**config.mk**
```make
export PLATFORM = sky130hd
export DESIGN_NAME = qspi_dual_router
export DESIGN_NICKNAME = d
export VERILOG_FILES = /design/src/rtl/qdr_pkg.sv /design/src/rtl/qdr_mode_latch.sv /design/src/rtl/qdr_lane_split.sv /design/src/rtl/qdr_lane_merge.sv /design/src/rtl/qspi_dual_router.sv
export SDC_FILE = /design/constraint.sdc
export NUM_CORES = 1
export LEC_CHECK = 0
export ABC_AREA = 0
export BUFFER_PORTS_ARGS = -buffer_cell sky130_fd_sc_hd__buf_2
export CORE_MARGIN = 2
export CORE_UTILIZATION = 25
export DETAILED_ROUTE_END_ITERATION = 8
export GPL_TIMING_DRIVEN = 0
export PLACE_DENSITY = 0.85
export SYNTH_ARGS = -nofsm -noshare
export SYNTH_HDL_FRONTEND = slang
export SYNTH_SLANG_ARGS = --single-unit
```
**constraint.sdc**
```tcl
create_clock -name clk_i -period 1.8 [get_ports clk_i]
set_clock_uncertainty 0.15 [all_clocks]
set_input_delay 0.18 -clock clk_i [delete_from_list [all_inputs] [get_ports clk_i]]
set_output_delay 0.18 -clock clk_i [all_outputs]
set_load 0.01 [all_outputs]
```
**src/rtl/qdr_pkg.sv**
```systemverilog
package qdr_pkg;
  typedef enum logic [1:0] {
    MODE_SINGLE   = 2'd0,
    MODE_STACKED  = 2'd1,
    MODE_PARALLEL = 2'd2
  } route_mode_e;
endpackage

```
**src/rtl/qdr_mode_latch.sv**
```systemverilog
module qdr_mode_latch
  import qdr_pkg::*;
#(
  parameter int CFG_W    = 32,
  parameter int TWO_BIT  = 30,
  parameter int SEP_BIT  = 29,
  parameter int PAGE_BIT = 28
) (
  input  logic             clk_i,
  input  logic             rst_ni,
  input  logic [CFG_W-1:0] cfg_i,
  input  logic             idle_i,
  output route_mode_e      mode_o,
  output logic             upper_o,
  output logic             active_o
);
  route_mode_e mode_d, mode_q;
  logic        upper_q, active_q;

  always_comb begin
    if (!cfg_i[TWO_BIT])     mode_d = MODE_SINGLE;
    else if (cfg_i[SEP_BIT]) mode_d = MODE_PARALLEL;
    else                     mode_d = MODE_STACKED;
  end

  // update only between transfers
  always_ff @(posedge clk_i or negedge rst_ni) begin
    if (!rst_ni) begin
      mode_q   <= MODE_SINGLE;
      upper_q  <= 1'b0;
      active_q <= 1'b0;
    end else begin
      active_q <= 1'b1;
      if (idle_i) begin
        mode_q  <= mode_d;
        upper_q <= cfg_i[PAGE_BIT];
      end
    end
  end

  assign mode_o   = mode_q;
  assign upper_o  = upper_q;
  assign active_o = active_q;
endmodule

```
**src/rtl/qdr_lane_split.sv**
```systemverilog
module qdr_lane_split #(
  parameter int LANES = 4,
  localparam int WORD_W = 2 * LANES
) (
  input  logic [WORD_W-1:0] word_i,
  output logic [LANES-1:0]  even_o,
  output logic [LANES-1:0]  odd_o
);
  for (genvar g = 0; g < LANES; g++) begin : g_lane
    assign even_o[g] = word_i[2*g];
    assign odd_o[g]  = word_i[2*g+1];
  end
endmodule

```
**src/rtl/qdr_lane_merge.sv**
```systemverilog
module qdr_lane_merge #(
  parameter int LANES = 4,
  localparam int WORD_W = 2 * LANES
) (
  input  logic [LANES-1:0]  even_i,
  input  logic [LANES-1:0]  odd_i,
  output logic [WORD_W-1:0] word_o
);
  for (genvar g = 0; g < LANES; g++) begin : g_lane
    assign word_o[2*g]   = even_i[g];
    assign word_o[2*g+1] = odd_i[g];
  end
endmodule

```
**src/rtl/qspi_dual_router.sv**
```systemverilog
module qspi_dual_router
  import qdr_pkg::*;
#(
  parameter int LANES    = 4,
  parameter int CFG_W    = 32,
  parameter int TWO_BIT  = 30,
  parameter int SEP_BIT  = 29,
  parameter int PAGE_BIT = 28,
  localparam int WORD_W  = 2 * LANES
) (
  input  logic              clk_i,
  input  logic              rst_ni,
  input  logic [CFG_W-1:0]  cfg_i,
  input  logic              eng_cs_ni,
  input  logic              eng_sclk_i,
  input  logic [WORD_W-1:0] eng_tx_i,
  input  logic              eng_oe_i,
  output logic [WORD_W-1:0] eng_rx_o,
  output logic              lo_cs_no,
  output logic              lo_sclk_o,
  output logic [LANES-1:0]  lo_io_o,
  output logic [LANES-1:0]  lo_io_oe_o,
  input  logic [LANES-1:0]  lo_io_i,
  output logic              up_cs_no,
  output logic              up_sclk_o,
  output logic [LANES-1:0]  up_io_o,
  output logic [LANES-1:0]  up_io_oe_o,
  input  logic [LANES-1:0]  up_io_i
);
  route_mode_e       mode_q;
  logic              upper_q, active_q, cs_eff;
  logic [LANES-1:0]  tx_even, tx_odd;
  logic [WORD_W-1:0] rx_merged;

  qdr_mode_latch #(
    .CFG_W(CFG_W), .TWO_BIT(TWO_BIT), .SEP_BIT(SEP_BIT), .PAGE_BIT(PAGE_BIT)
  ) u_mode (
    .clk_i   (clk_i),
    .rst_ni  (rst_ni),
    .cfg_i   (cfg_i),
    .idle_i  (eng_cs_ni),
    .mode_o  (mode_q),
    .upper_o (upper_q),
    .active_o(active_q)
  );

  qdr_lane_split #(.LANES(LANES)) u_split (
    .word_i(eng_tx_i), .even_o(tx_even), .odd_o(tx_odd)
  );

  qdr_lane_merge #(.LANES(LANES)) u_merge (
    .even_i(lo_io_i), .odd_i(up_io_i), .word_o(rx_merged)
  );

  // chip select held off until the first edge out of reset
  assign cs_eff    = eng_cs_ni | ~active_q;
  assign lo_sclk_o = eng_sclk_i;

  always_comb begin
    lo_cs_no   = cs_eff;
    up_cs_no   = 1'b1;
    up_sclk_o  = 1'b0;
    lo_io_o    = eng_tx_i[LANES-1:0];
    lo_io_oe_o = {LANES{eng_oe_i & ~cs_eff}};
    up_io_o    = '0;
    up_io_oe_o = '0;
    eng_rx_o   = {{LANES{1'b0}}, lo_io_i};
    unique case (mode_q)
      MODE_STACKED: begin
        lo_cs_no = cs_eff | upper_q;
        up_cs_no = cs_eff | ~upper_q;
      end
      MODE_PARALLEL: begin
        up_cs_no   = cs_eff;
        up_sclk_o  = eng_sclk_i;
        lo_io_o    = tx_even;
        up_io_o    = tx_odd;
        up_io_oe_o = {LANES{eng_oe_i & ~cs_eff}};
        eng_rx_o   = rx_merged;
      end
      default: ;
    endcase
  end
endmodule

```
==> flow_metrics.py <==
metrics = {
    "cells_and_area": {
        "multi_input_area_um2": 272.8,
        "drive_gt1_frac": 0.7524,
        "utilization": 0.4852,
        "fillers": 161,
        "regArea_um2": 100.1,
        "nets": 162,
        "diodes": 0,
        "areaGrowthSynthToFinish_pct": 88.22,
    },
    "logic_synthesis": {
        "synth_edf_count": 0,
        "yosys.cell_types.count": 20,
        "ys.warnings.count": 0,
        "synth-seq-area-share": 0.2299,
        "ys_ff_latch": 4,
        "netlist_area_um2": 435.4,
        "async_flop_share": 1.000,
        "synthDominantCellAreaShare": 0.2299,
        "syn_avg_cell_area_um2": 8.886,
        "synth_flop_cell": "dfrtp_1",
        "syn_nets": 104,
        "synth_common_cells": "and2_1 (9), buf_4 (9), mux2_2 (7)",
        "synth_area_leader_cell": "dfrtp_1",
        "syn_inst": 49,
        "ys_top_cells_by_area": "dfrtp_1 (23%), mux2_2 (18%), buf_4 (16%)",
    },
    "placement": {
        "dp_hpwl_um": 901.1,
        "dpl_worst_slack_ns": 0.09605,
        "portBuffers": 49,
        "gp_congestion": 0.5883,
    },
    "power_and_ir_drop": {
        "p_int_mw": 0.2741,
        "switching_share": 0.2869,
        "power_frac_clock": 0.276,
        "ir_drop_v": 0.0002870,
        "p_per_area_nw_per_um2": 469.0,
        "p_sw_mw": 0.1103,
        "seqPwrFrac": 0.266,
        "p_comb_frac": 0.458,
        "power_mw": 0.3843,
        "p_leak_nw": 0.4655,
    },
    "die": {
        "ioPinCount": 81,
        "start_util": 0.2578,
        "die_y_um": 45.74,
        "die_width_um": 45.74,
        "die_area_um2": 2092,
        "core_area_um2": 1689,
        "core.rowCount": 15,
    },
    "setup_path": {
        "worstSetupStartpointType": "flop",
        "crit_type": "flop to output port",
        "rr_endpoint": "u_mode.upper_o$_DFFE_PN0P_",
        "r2r_cells": 1,
        "crit_path_end_kind": "output port",
        "reg2reg_from": "u_mode.upper_o$_DFFE_PN0P_",
        "path_max_fanout": 8,
        "cp.arrival_ns": 1.40,
        "required_ns": 1.47,
        "r2r_setup_slack_ns": 0.89,
    },
    "timing": {
        "drv_slew": 0,
        "clock.fmax_mhz": 578.1,
        "finalHoldViolCount": 0,
        "timing.final.ws_setup_ns": 0.07018,
        "post-route-min-period_ns": 1.730,
        "fin_crit_sh": 0.9610,
        "setup_viol": 0,
        "rsz0062_at_grt": "true",
        "tns_ns": 0,
    },
    "grt": {
        "grt_max_degree": 9,
        "antenna_found_initial": 0,
        "first_global_vias": 442,
        "grt_pass1_wl_um": 1580,
        "grt_usage": 0.1064,
        "gr-total-overflow": 0,
    },
    "routing": {
        "drt_iter0_markers": 3,
        "firstDrtPassIters": 3,
        "ant_nets": 0,
        "drt-wirelength-per-cell_um": 9.590,
        "num_vias": 516,
        "routed_via_density": 4.230,
        "routed_wl_um": 1170,
        "drc": 0,
    },
    "run_status": {
        "outcome": "finished clean",
    },
    "cts": {
        "cts_buffers": 3,
        "cts_tree": "yes",
        "clk_path_buf_depth": 2,
        "cts.clk_slew.worst_paths_ns": 0.04,
        "cts.sinks": 4,
        "cts-root-buf": "clkbuf_4",
        "clock_latency_ns": 0.23,
        "htreeDepth": 1,
    },
    "worst_hold_path": {
        "min_to": "u_mode.upper_o$_DFFE_PN0P_",
        "min_from": "cfg_i[28]",
        "hold_depth": 2,
        "hold_class": "input pin to flop",
    },
    "job": {
        "cap_violations": 0,
    },
}
## logic make-up after synthesis
logic type,Yosys count,synth area share
and+or+nand+nor,19,0.2787
buffers and inverters,13,0.2098
muxes,7,0.1810
DFF,4,0.2299
AOI/OAI and AO/OA,3,0.03447
adders and majority gates,2,0.05746
other,1,0.008612
## sequential cells by signal, summed over array words and instances (netlist names)
name,cells
u_mode.mode_o,2
u_mode.active_o,1
u_mode.upper_o,1
## timing repair
item,in CTS,in global routing
pin swaps,0,1
endpoints found under the hold margin,4,0
hold buffers,1,0
resized for setup,8,3
setup endpoints to repair,4,20
setup buffers,4,0
## placed cells by master, fill, tap and decap left out, drive strengths merged
master / netlist / layout
a21oi: 1 / 1
ha: 2 / 2
dfrtp: 4 / 4
nand3: 1 / 1
o21ai: 2 / 2
clkbuf: 0 / 3
nand3b: 1 / 1
nor2b: 1 / 1
inv: 2 / 2
dlygate4sd3: 0 / 1
buf: 11 / 63
nand2b: 1 / 1
mux2: 7 / 7
conb: 1 / 1
or2: 1 / 1
and2: 10 / 10
nor2: 1 / 1
nand2: 2 / 2
and3: 1 / 1
## stage by stage
stage / instances / instance area, µm² / hold WS (ns)
floorplan: 49 / 435.4 / -0.2656
global placement: 115 / 701.9 / -0.1657
detailed placement: 115 / 701.9 / -0.1632
CTS: 123 / 808.3 / 0.03268
global route: 122 / 819.5 / 0.02617
finish: 122 / 819.5 / 0.03956
## power groups by stage
stage	combinational (mW)	sequential (mW)	clock, mW
2_1_floorplan	0.0845	0.101	0
3_3_place_gp	0.147	0.102	0
3_5_place_dp	0.150	0.102	0
4_1_cts	0.173	0.101	0.112
5_1_grt	0.194	0.103	0.125
6_report	0.176	0.102	0.106
## metal layers
layer	GRT usage	part of all wire	wire, µm
met5	0	0	0
met4	0.05143	0	0
met3	0.03175	0.16	186
met2	0.2282	0.48	567
met1	0.07971	0.36	416
## worst max-delay path: stages (launching register included)
cell and delay, ns:
dfrtp_1 0.38, inv_2 0.08, ha_4 0.20, buf_6 0.13
and3_4 0.19, buf_4 0.11, buf_6 0.09
## final cells by class
type                            count  share of cell area
Multi-Input combinational cell     32              0.3328
Buffer                             10             0.09618
Timing Repair Buffer               54              0.3863
Clock buffer                        3             0.02748
Tap cell                           17             0.02595
Inverter                            2            0.009160
Sequential cell                     4              0.1221
## worst max path at each step
stage | to | start | depth (start not counted) | slack (ns)
floorplan | up_io_oe_o[1] | u_mode.mode_o[0]$_DFFE_PN0P_ | 6 | 0.28
global placement | up_io_oe_o[1] | u_mode.mode_o[0]$_DFFE_PN0P_ | 7 | 0.15
detailed placement | up_io_oe_o[1] | u_mode.mode_o[0]$_DFFE_PN0P_ | 7 | 0.1
CTS | up_io_oe_o[1] | u_mode.mode_o[0]$_DFFE_PN0P_ | 7 | 0.007
global route | up_io_oe_o[3] | u_mode.mode_o[0]$_DFFE_PN0P_ | 6 | -0.01
finish | up_io_oe_o[3] | u_mode.mode_o[0]$_DFFE_PN0P_ | 6 | 0.07
Note: power is estimated with default switching activity, not from simulation.
